`config.mk`:
```
export PLATFORM = sky130hd
export DESIGN_NAME = core_irq_ctrl
export DESIGN_NICKNAME = d
export VERILOG_FILES = /design/src/rtl/ic_pkg.sv /design/src/rtl/ic_sync.sv /design/src/rtl/ic_pend.sv /design/src/rtl/ic_stack.sv /design/src/rtl/core_irq_ctrl.sv
export SDC_FILE = /design/constraint.sdc
export NUM_CORES = 1
export LEC_CHECK = 0
export BUFFER_PORTS_ARGS = -buffer_cell sky130_fd_sc_hd__buf_2
export CAP_MARGIN = 20
export CELL_PAD_IN_SITES_DETAIL_PLACEMENT = 1
export CELL_PAD_IN_SITES_GLOBAL_PLACEMENT = 1
export CORE_MARGIN = 2
export CORE_UTILIZATION = 43
export CTS_CLUSTER_DIAMETER = 100
export DETAILED_ROUTE_END_ITERATION = 12
export PLACE_DENSITY = 0.79
export SLEW_MARGIN = 25
export SYNTH_ARGS = -nofsm -noshare
export SYNTH_HDL_FRONTEND = slang
export SYNTH_HIERARCHICAL = 1
export SYNTH_SLANG_ARGS = --single-unit
```
`constraint.sdc`:
```
create_clock -name clk -period 5.4 [get_ports clk]
set_clock_uncertainty 0.05 [all_clocks]
set_input_delay 0.54 -clock clk [delete_from_list [all_inputs] [get_ports clk]]
set_output_delay 0.54 -clock clk [all_outputs]
set_load 0.02 [all_outputs]
```
`src/rtl/ic_pkg.sv`:
```
`timescale 1ns/1ps
package ic_pkg;
  localparam int NSRC = 8;
  localparam int IW   = $clog2(NSRC);
  localparam int NEXT = 3;
  localparam int NAUX = 2;

  localparam int SRC_PER  = 1;
  localparam int SRC_SWA  = 3;
  localparam int SRC_SWB  = 4;
  localparam int SRC_AUX0 = 6;

  localparam int FC_FORCE_OFS = 8;
  localparam int CFG_NEST_BIT = 4;

  typedef enum logic [1:0] {
    SEL_FC   = 2'd0,
    SEL_CFG  = 2'd1,
    SEL_MASK = 2'd2
  } reg_sel_e;

  // which source each external line feeds
  function automatic int ext_src(input int k);
    case (k)
      0:       return 0;
      1:       return 2;
      default: return 5;
    endcase
  endfunction

  // lowest set index, zero when none
  function automatic logic [IW-1:0] first_set(input logic [NSRC-1:0] v);
    logic [IW-1:0] r;
    r = '0;
    for (int i = NSRC - 1; i >= 0; i--) begin
      if (v[i]) r = IW'(i);
    end
    return r;
  endfunction

  function automatic int slot_addr(input int idx, input int words);
    return idx * words;
  endfunction
endpackage

```
`src/rtl/ic_sync.sv`:
```
`timescale 1ns/1ps
module ic_sync #(
  parameter int W = 3
) (
  input  logic         clk,
  input  logic         rst_n,
  input  logic [W-1:0] line_n,
  output logic [W-1:0] lvl_o,
  output logic [W-1:0] fall_o
);
  for (genvar k = 0; k < W; k++) begin : g_line
    logic s1, s2, s3;
    always_ff @(posedge clk) begin
      if (!rst_n) begin
        s1 <= 1'b0;
        s2 <= 1'b0;
        s3 <= 1'b0;
      end else begin
        s1 <= ~line_n[k];
        s2 <= s1;
        s3 <= s2;
      end
    end
    assign lvl_o[k]  = s2;
    assign fall_o[k] = s2 & ~s3;

    AST_EDGE_SINGLE: assert property (@(posedge clk) disable iff (!rst_n)
      fall_o[k] |=> !fall_o[k]);
  end
endmodule

```
`src/rtl/ic_pend.sv`:
```
`timescale 1ns/1ps
module ic_pend
  import ic_pkg::*;
(
  input  logic            clk,
  input  logic            rst_n,
  input  logic            fc_we,
  input  logic [15:0]     fc_data,
  input  logic [NSRC-1:0] hw_set,
  input  logic [NSRC-1:0] lvl_hold,
  input  logic [NSRC-1:0] ack_clr,
  output logic [NSRC-1:0] pend_o
);
  logic [NSRC-1:0] latch_q;
  logic [NSRC-1:0] clr_w, frc_w;

  assign clr_w = fc_we ? fc_data[NSRC-1:0] : '0;
  assign frc_w = fc_we ? fc_data[FC_FORCE_OFS +: NSRC] : '0;

  always_ff @(posedge clk) begin
    if (!rst_n) latch_q <= '0;
    else        latch_q <= (latch_q & ~clr_w & ~ack_clr) | frc_w | hw_set;
  end

  assign pend_o = latch_q | lvl_hold;

  for (genvar i = 0; i < NSRC; i++) begin : g_chk
    AST_FORCE_SETS: assert property (@(posedge clk) disable iff (!rst_n)
      frc_w[i] |=> pend_o[i]);
    AST_CLEAR_DROPS: assert property (@(posedge clk) disable iff (!rst_n)
      (clr_w[i] && !frc_w[i] && !hw_set[i]) |=> !latch_q[i]);
  end
endmodule

```
`src/rtl/ic_stack.sv`:
```
`timescale 1ns/1ps
module ic_stack
  import ic_pkg::*;
#(
  parameter int DEPTH = 4
) (
  input  logic          clk,
  input  logic          rst_n,
  input  logic          push,
  input  logic          pop,
  input  logic [IW-1:0] push_idx,
  output logic [IW-1:0] top_o,
  output logic          empty_o,
  output logic          full_o
);
  localparam int AW = (DEPTH > 1) ? $clog2(DEPTH) : 1;
  localparam int CW = $clog2(DEPTH + 1);

  logic [IW-1:0] mem [DEPTH];
  logic [CW-1:0] cnt_q;
  logic [AW-1:0] wp, rp;

  assign wp      = cnt_q[AW-1:0];
  assign rp      = wp - 1'b1;
  assign empty_o = (cnt_q == '0);
  assign full_o  = (cnt_q == CW'(DEPTH));
  assign top_o   = mem[rp];

  always_ff @(posedge clk) begin
    if (!rst_n) begin
      cnt_q <= '0;
      for (int i = 0; i < DEPTH; i++) mem[i] <= '0;
    end else if (push && pop) begin
      mem[rp] <= push_idx;
    end else if (push && !full_o) begin
      mem[wp] <= push_idx;
      cnt_q   <= cnt_q + 1'b1;
    end else if (pop && !empty_o) begin
      cnt_q <= cnt_q - 1'b1;
    end
  end

  AST_STACK_BOUND: assert property (@(posedge clk) disable iff (!rst_n)
    cnt_q <= CW'(DEPTH));
  AST_NO_PUSH_FULL: assert property (@(posedge clk) disable iff (!rst_n)
    !(push && full_o && !pop));
endmodule

```
`src/rtl/core_irq_ctrl.sv`:
```
`timescale 1ns/1ps
module core_irq_ctrl
  import ic_pkg::*;
#(
  parameter int STK_DEPTH  = 4,
  parameter int SLOT_WORDS = 4,
  parameter int VEC_W      = 8
) (
  input  logic             clk,
  input  logic             rst_n,
  input  logic [NEXT-1:0]  ext_n_i,
  input  logic             per_req_i,
  input  logic [NAUX-1:0]  aux_req_i,
  input  logic             wr_en_i,
  input  logic [1:0]       wr_sel_i,
  input  logic [15:0]      wr_data_i,
  input  logic             ack_i,
  input  logic             ret_i,
  output logic             irq_o,
  output logic [IW-1:0]    src_o,
  output logic [VEC_W-1:0] vec_o,
  output logic [NSRC-1:0]  pend_o
);
  logic [NEXT-1:0] edge_q;
  logic            nest_q;
  logic [NSRC-1:0] mask_q;

  logic [NEXT-1:0] ext_lvl, ext_fall;
  logic [NSRC-1:0] hw_set, lvl_hold, ack_clr, cand;
  logic            fc_we, any_cand, eligible, ack_take, do_pop;
  logic [IW-1:0]   sel, stk_top;
  logic            stk_empty, stk_full;

  assign fc_we = wr_en_i && (wr_sel_i == SEL_FC);

  always_ff @(posedge clk) begin
    if (!rst_n) begin
      edge_q <= '0;
      nest_q <= 1'b0;
      mask_q <= '0;
    end else if (wr_en_i) begin
      if (wr_sel_i == SEL_CFG) begin
        edge_q <= wr_data_i[NEXT-1:0];
        nest_q <= wr_data_i[CFG_NEST_BIT];
      end
      if (wr_sel_i == SEL_MASK) mask_q <= wr_data_i[NSRC-1:0];
    end
  end

  ic_sync #(.W(NEXT)) u_sync (
    .clk(clk), .rst_n(rst_n), .line_n(ext_n_i),
    .lvl_o(ext_lvl), .fall_o(ext_fall)
  );

  always_comb begin
    hw_set   = '0;
    lvl_hold = '0;
    for (int k = 0; k < NEXT; k++) begin
      hw_set[ext_src(k)]   = edge_q[k] & ext_fall[k];
      lvl_hold[ext_src(k)] = ~edge_q[k] & ext_lvl[k];
    end
    lvl_hold[SRC_PER]       = per_req_i;
    hw_set[SRC_AUX0 +: NAUX] = aux_req_i;
  end

  assign ack_take = ack_i & irq_o;
  assign ack_clr  = ack_take ? (NSRC'(1) << sel) : '0;

  ic_pend u_pend (
    .clk(clk), .rst_n(rst_n), .fc_we(fc_we), .fc_data(wr_data_i),
    .hw_set(hw_set), .lvl_hold(lvl_hold), .ack_clr(ack_clr),
    .pend_o(pend_o)
  );

  assign cand     = pend_o & mask_q;
  assign any_cand = |cand;
  assign sel      = first_set(cand);
  assign eligible = stk_empty | (nest_q & ~stk_full & (sel < stk_top));
  assign do_pop   = ret_i & ~stk_empty;

  ic_stack #(.DEPTH(STK_DEPTH)) u_stack (
    .clk(clk), .rst_n(rst_n), .push(ack_take), .pop(do_pop),
    .push_idx(sel), .top_o(stk_top), .empty_o(stk_empty), .full_o(stk_full)
  );

  assign irq_o = any_cand & eligible;
  assign src_o = sel;
  assign vec_o = VEC_W'(slot_addr(int'(sel), SLOT_WORDS));

  AST_IRQ_PENDING: assert property (@(posedge clk) disable iff (!rst_n)
    irq_o |-> (pend_o[src_o] && mask_q[src_o]));
  AST_IDLE_QUIET: assert property (@(posedge clk) disable iff (!rst_n)
    ((pend_o & mask_q) == '0) |-> !irq_o);
  AST_SERIAL_HOLD: assert property (@(posedge clk) disable iff (!rst_n)
    (!nest_q && !stk_empty) |-> !irq_o);
  AST_PREEMPT_HIGHER: assert property (@(posedge clk) disable iff (!rst_n)
    (irq_o && !stk_empty) |-> (src_o < stk_top));
  AST_SOFT_FORCE_ONLY: assert property (@(posedge clk) disable iff (!rst_n)
    $rose(pend_o[SRC_SWA]) |->
      $past(fc_we && wr_data_i[FC_FORCE_OFS + SRC_SWA]));
endmodule

```
# == Yosys cells after proc, flatten, opt, wreduce, memory -nomap -nowiden ==
# Memories as Yosys holds them, arrays and structs flattened.
# Index checks and enable logic that the tools add are counted.
# totals
register_bits,32
ram_bits,12
input_bits,29
output_inout_bits,20
wordCells,100
memories,1
# mem_list
name,words,width,rd,rd_ports_with_merged_regs,wr,line,source
u_stack.mem,4,3,1,0,4,ic_stack.sv:19,logic [IW-1:0] mem [DEPTH];
# classes
add_sub_neg,3
magnitude_cmp,1
eq_ne,3
n_shift,1
muxes,27
bitwise_logic,35
reduce_logical,15
# ops
cell,count
3-bit 2-to-1 mux,12
8-bit AND,3
8-bit 2-to-1 mux,3
8-bit inverter,2
8-bit bitwise OR,2
1-bit AND,14
1-bit inverter,12
1-bit 2-to-1 mux,10
8-bit by 6-bit bitwise OR with 8-bit output,1
8-bit OR reduction,1
"1-bit by 3-bit left shift with 8-bit output, first input constant",1
2-bit AND reduction,3
3-bit OR reduction,2
1-bit logical AND,4
2-bit 2-to-1 mux,2
"3-bit by 1-bit adder with 3-bit output, second input constant",1
"3-bit == test, second input constant",1
3-bit zero test,1
3-bit less-than comparator,1
"3-bit by 1-bit subtractor with 3-bit output, second input constant",1
"2-bit by 1-bit == test with 1-bit output, second input constant",1
"2-bit == test, second input constant",1
1-bit zero test,2
2-bit zero test,1
other kinds (3),3

# == Logic depth before layout (Yosys ltp) ==
# depth
depth_word,24
ltp_mapped,18
ltp_nobuf,16

# == Hierarchy ==
# Netlist, hierarchy kept.
# by_module_without_submodules
mod,instances,cells_per_inst,area_per_inst_um2,seq_area_each_um2
core_irq_ctrl,1,111,957.2,240.2
ic_stack,1,74,932.1,420.4
ic_pend,1,50,431.7,160.2
ic_sync,1,24,287.8,180.2

# == Worst setup path before layout ==
# OpenSTA, ideal clock, no wires.
# synth_path
path_type,flip-flop to flip-flop
start,register u_sync.g_line[0].s2
end,register u_stack.cnt_q[2]
setup_time_ns,0.103
arrival_time_ns,4.318
required_ns,5.247
setup_slack_ns,0.929
path_stages_with_launch,17
path_buffers,2
synth_period_minus_slack_ns,4.471
path_cell_list,dfxtp_1 -> buf_4 -> nor2b_1 -> or2_2 -> a22o_1 -> nor3_1 -> ha_1 -> nand2_1 -> and3_1 -> nand3_1 -> o21ai_0 -> buf_6 -> or2b_1 -> fa_1 -> nor4b_4 -> nor3_1 -> a2111oi_2
# synth_between
elab_chain_cells,12
word_cells_on_any_way,16
classes_between,order compare: 1; mux: 2; bitwise: 8; reduce/logical: 5
# synth_rtl
item,line,source
"start, declared",ic_sync.sv:12,"logic s1, s2, s3;"
"start signal, assigned",ic_sync.sv:16,s2 <= 1'b0;
"start signal, assigned",ic_sync.sv:20,s2 <= s1;
1-bit AND (*),core_irq_ctrl.sv:60,lvl_hold[ext_src(k)] = ~edge_q[k] & ext_lvl[k];
net lvl_hold[0],core_irq_ctrl.sv:29,"logic [NSRC-1:0] hw_set, lvl_hold, ack_clr, cand;"
8-bit by 6-bit bitwise OR with 8-bit output (*),ic_pend.sv:25,assign pend_o = latch_q | lvl_hold;
net pend_o[0],core_irq_ctrl.sv:22,output logic [NSRC-1:0] pend_o
8-bit AND (*),core_irq_ctrl.sv:75,assign cand = pend_o & mask_q;
3-bit 2-to-1 mux (*),ic_pkg.sv:36,if (v[i]) r = IW'(i);
net src_o[2],core_irq_ctrl.sv:20,"output logic [IW-1:0] src_o,"
3-bit less-than comparator (*),core_irq_ctrl.sv:78,assign eligible = stk_empty | (nest_q & ~stk_full & (sel < stk_top));
1-bit AND (*),core_irq_ctrl.sv:78,
1-bit bitwise OR (*),core_irq_ctrl.sv:78,
1-bit AND (*),core_irq_ctrl.sv:86,assign irq_o = any_cand & eligible;
1-bit AND (*),core_irq_ctrl.sv:66,assign ack_take = ack_i & irq_o;
net ack_take,core_irq_ctrl.sv:30,"logic fc_we, any_cand, eligible, ack_take, do_pop;"
1-bit logical AND (on tied branches),"ic_stack.sv:35, ic_stack.sv:33",
2-bit nonzero test (no source line) or 1-bit inverter (tied branches),-,
2-bit AND reduction (no source line),-,
"end signal, assigned",ic_stack.sv:37,cnt_q <= cnt_q + 1'b1;
"end signal, assigned",ic_stack.sv:39,cnt_q <= cnt_q - 1'b1;
"end, declared",ic_stack.sv:20,logic [CW-1:0] cnt_q;
# Mark *: on every way through the listed nets, which the timed path passes. The rest lies on a longest branch.
# A chain may end at the register's enable or synchronous reset.

# == Final worst setup path ==
# layout_path
start,register u_stack.cnt_q[0]
end,register u_stack.cnt_q[2]
# layout_between
elab_chain_cells,10
word_cells_on_any_way,25
classes_between,add/sub: 3; order compare: 1; eq/ne: 1; mux: 2; bitwise: 9; reduce/logical: 8; memory: 1
# layout_rtl
item,line,source
2-bit by 1-bit subtractor with 2-bit output (*),ic_stack.sv:24,assign rp = wp - 1'b1;
net u_stack.rp[0],ic_stack.sv:21,"logic [AW-1:0] wp, rp;"
memory 4 x 3 bit (*),-,
net stk_top[2],core_irq_ctrl.sv:31,"logic [IW-1:0] sel, stk_top;"
3-bit less-than comparator (*),core_irq_ctrl.sv:78,
1-bit AND (*),core_irq_ctrl.sv:78,
1-bit bitwise OR (*),core_irq_ctrl.sv:78,
1-bit AND (*),core_irq_ctrl.sv:86,
1-bit AND (*),core_irq_ctrl.sv:66,
net ack_take,core_irq_ctrl.sv:30,
1-bit logical AND (on tied branches),"ic_stack.sv:35, ic_stack.sv:33",
2-bit nonzero test (no source line) or 1-bit inverter (tied branches),-,
2-bit AND reduction (no source line),-,
# Mark *: on every way through the listed nets, which the timed path passes. The rest lies on a longest branch. The select of a mux whose other input is x is not followed.

==> out/results.tsv <==
stage	metric	value	unit
route	1st-iter DRT viols	68	
route	DR vias	2010	
cells_and_area	area delta synth->final	11.8	%
route	Post-DRT Antenna Nets	0	
floorplanning	Die W	81.9	um
yosys	ys async rst share	0	%
setup_path	Worst EP required	5550	ps
sta	final hold vios	0	
grt	vias in the first global route	1988	
sta	Final setup viols	0	
power	combinational power share	25.2	%
grt	first-pass GRT wire length	9860	um
route	DRC	0	
sta	final setup TNS	0	ps
setup_path	FF-to-FF End	u_stack/cnt_q[2]	
clocking	Sink Count	44	
clocking	Worst-Skew Late Latency	300	ps
sta	Worst slew margin	50.2	%
flow_run	Max-cap violations	0	
clocking	Setup Fix Bufs, Post-CTS	0	
cells_and_area	layout cells sized above 1	29.0	%
setup_path	crit end category	register	
setup_path	CP max stage delay	630	ps
floorplanning	core area	5890	um^2
setup_path	worst reg2reg path depth	15	
setup_path	kind of critical path	register to register	
clocking	hold buffer count at CTS	0	
setup_path	crit path launch	u_stack/cnt_q[0]	
yosys	Syn Inst Count	259	
placement	I/O Buffers	43	
power	Switch Pwr	0.000250	W
yosys	Post-synth EDFFs	12	
grt	GRT Total Usage	19.4	%
sta	Tcrit/Tclk final	77.6	%
clocking	cts bufs inserted	5	
cells_and_area	most common cell after layout, fill and taps aside	buf_2	
placement	# placed instances	370	
setup_path	buffers and inverters on the worst path	3	
cells_and_area	Layout Nets	335	
yosys	Synth Warn #	6	
clocking	post-CTS sizing	0	
outcome	outcome	complete, no violations	
grt	global route overflow	0	
yosys	post-synthesis sequential area ratio	38.4	%
grt	largest net degree at the start of global routing	42	
power	Clock power frac	28.0	%
clocking	CTS tree	yes	
yosys	Post-synth top flop	dfxtp_1	
power	Pwr Density	272	nW/um^2
setup_path	slowest CP cell	dfxtp_1	
setup_path	Levels on crit path	15	
route	DRT Pass-1 Iters	4	
setup_path	CP startpoint kind	register	
clocking	depth of the CTS H-tree	2	
floorplanning	die height	81.9	um
setup_path	worst-path fanout max	13	
setup_path	CP Data Arrival Time	4340	ps
yosys	Synth cell types	57	
setup_path	CP top delay family	simple AND/OR/NAND/NOR gates	
route	drt total wl	6140	um
setup_path	Critical Path Sink	u_stack/cnt_q[2]	
yosys	synthesized area	2610	um^2
power	Max VDD drop	0.000131	V
grt	initial antenna violation count	0	
floorplanning	Ports	49	
sta	fin crit period	4190	ps
setup_path	crit-path cells	inv_1, ha_1, mux4_2, inv_1, ha_1, nor3b_2, and3_1, nand3_1, o21ai_0, buf_4, or2b_1, fa_1, nor4b_4, nor3_1, a2111oi_2	
power	switching share of power	31.4	%
clocking	clock transition at the registers of the reported paths	80	ps
route	vias per inst	5.32	
route	DR WL/cell	16.2	um
setup_path	R2R setup slack	1210	ps
placement	DP HPWL	4630	um
cells_and_area	Ant. Diodes	0	
sta	slew at the pin with the worst max-slew slack	746	ps
clocking	Clock Tree Root	clkbuf_8	
power	P_leak	1.23	nW
sta	fmax	239	MHz
yosys	Avg Cell Area, Syn	10.1	um^2
power	P_int	0.000545	W
clocking	Max Buffers Root-to-Sink	2	
cells_and_area	fin cells	378	
placement	Placer Congestion	0.804	
setup_path	start of the worst register-to-register path	u_stack/cnt_q[0]	
floorplanning	Initial Util	44.3	%
power	Reg power frac	46.8	%
placement	Area after DPL	2820	um^2
cells_and_area	Final Cell Area	2920	um^2
sta	RSZ-0062 raised after global routing	false	
min_path	Min-Delay Path Class	register to register	
yosys	number of synthesized register bits	44	
floorplanning	row cnt	28	
cells_and_area	most frequent cells in the layout	43 x buf_2, 32 x dfxtp_1, 27 x nor2b_1, 18 x nand2_1	
floorplanning	die area	6710	um^2
sta	Max Slew Vio Count	0	
==> through the flow <==
step	utilization [%]	setup slack, ps	power (W)	hold slack (ps)
after floorplan	-	929	0.000528	362
after detailed placement	48.0	1060	0.000578	373
after global placement	47.9	1260	0.000571	367
final	49.6	1210	0.000794	388
after CTS	49.6	1180	0.000801	393
after global routing	49.6	852	0.000838	409
==> cells in the mapped netlist, types with 2 or more instances <==
cell type	instances	area share, %
and2b_2	3	1.0
nor3b_2	4	1.9
nand3b_1	10	2.9
a21o_1	2	0.58
buf_6	3	1.3
ha_1	3	1.4
edfxtp_1	12	14
nor2b_1	27	6.5
dfxtp_1	32	25
a21oi_1	11	2.1
buf_4	13	3.7
and2_2	2	0.58
nor3_1	5	0.96
or2_2	9	2.2
nand2_2	2	0.48
a22oi_1	4	1.2
nor3b_1	4	1.2
nand2_1	18	2.6
and2_1	14	3.4
a22o_1	3	1.0
mux4_2	3	2.6
inv_1	7	1.0
nand3_1	8	1.5
o21ai_0	3	0.58
mux2i_1	14	5.4
a21boi_1	8	2.3
nor2_1	5	0.72
==> cell families after synthesis <==
logic type                 Yosys count  share of synthesized area, %
and+or+nand+nor                    125                          31.7
DFF                                 44                          38.4
AOI/OAI and AO/OA                   42                          12.7
buffers and inverters               26                          6.95
muxes                               17                          7.96
adders and majority gates            4                          2.21
other                                1                         0.144
==> state kept, by name, indices dropped and copies added (netlist names) <==
| name | count |
|---|---|
| u_stack/cnt_q | 3 |
| u_sync/g_line.s3 | 3 |
| edge_q | 3 |
| u_sync/g_line.s2 | 3 |
| u_pend/latch_q | 8 |
| mask_q | 8 |
| nest_q | 1 |
| u_stack/mem | 12 |
| u_sync/g_line.s1 | 3 |
==> final cells by class <==
type,instances,area (um^2)
Multi-Input combinational cell,200,1480
Clock buffer,7,87.6
Sequential cell,44,1000
Clock inverter,1,6.26
Tap cell,75,93.8
Inverter,7,26.3
Timing Repair Buffer,44,223
Fill cell,699,2970
==> power groups by stage <==
stage / Sequential [W] / Combinational (W) / Clock [W]
after floorplan: 0.000371 / 0.000157 / 0
after global placement: 0.000378 / 0.000193 / 0
after detailed placement: 0.000379 / 0.000198 / 0
after CTS: 0.000372 / 0.000201 / 0.000229
after global routing: 0.000374 / 0.000219 / 0.000244
final: 0.000371 / 0.000200 / 0.000223
==> routing by layer <==
| metal | part of all wire [%] | GRT usage [%] | vias up | wire length [um] |
|---|---|---|---|---|
| met5 | 0 | 0 | - | 0 |
| met4 | 1.3 | 5.33 | 0 | 79 |
| met3 | 4.3 | 3.96 | 7 | 264 |
| met2 | 48 | 32.1 | 53 | 2960 |
| met1 | 46 | 25.6 | 964 | 2840 |
| li1 | - | - | 986 | - |
==> worst reg2reg max path, stage by stage (launching register included) <==
cell and delay [ps]:
dfxtp_1 630, inv_1 130, ha_1 460, mux4_2 240, inv_1 50, ha_1 190, nor3b_2 260, and3_1 230
nand3_1 80, o21ai_0 160, buf_4 230, or2b_1 270, fa_1 490, nor4b_4 230, nor3_1 80, a2111oi_2 320
==> worst min path at each step <==
| stage | cells past startpoint | end | startpoint | slack (ps) |
|---|---|---|---|---|
| after floorplan | 1 | u_sync/g_line[0].s2 | u_sync/g_line[0].s1 | 360 |
| after CTS | 1 | u_sync/g_line[0].s2 | u_sync/g_line[0].s1 | 390 |
| after global routing | 1 | u_sync/g_line[0].s2 | u_sync/g_line[0].s1 | 410 |
| final | 1 | u_sync/g_line[0].s2 | u_sync/g_line[0].s1 | 390 |
| after detailed placement | 1 | u_sync/g_line[0].s2 | u_sync/g_line[0].s1 | 370 |
| after global placement | 1 | u_sync/g_line[0].s2 | u_sync/g_line[0].s1 | 370 |
(Power assumes the default switching activity.)
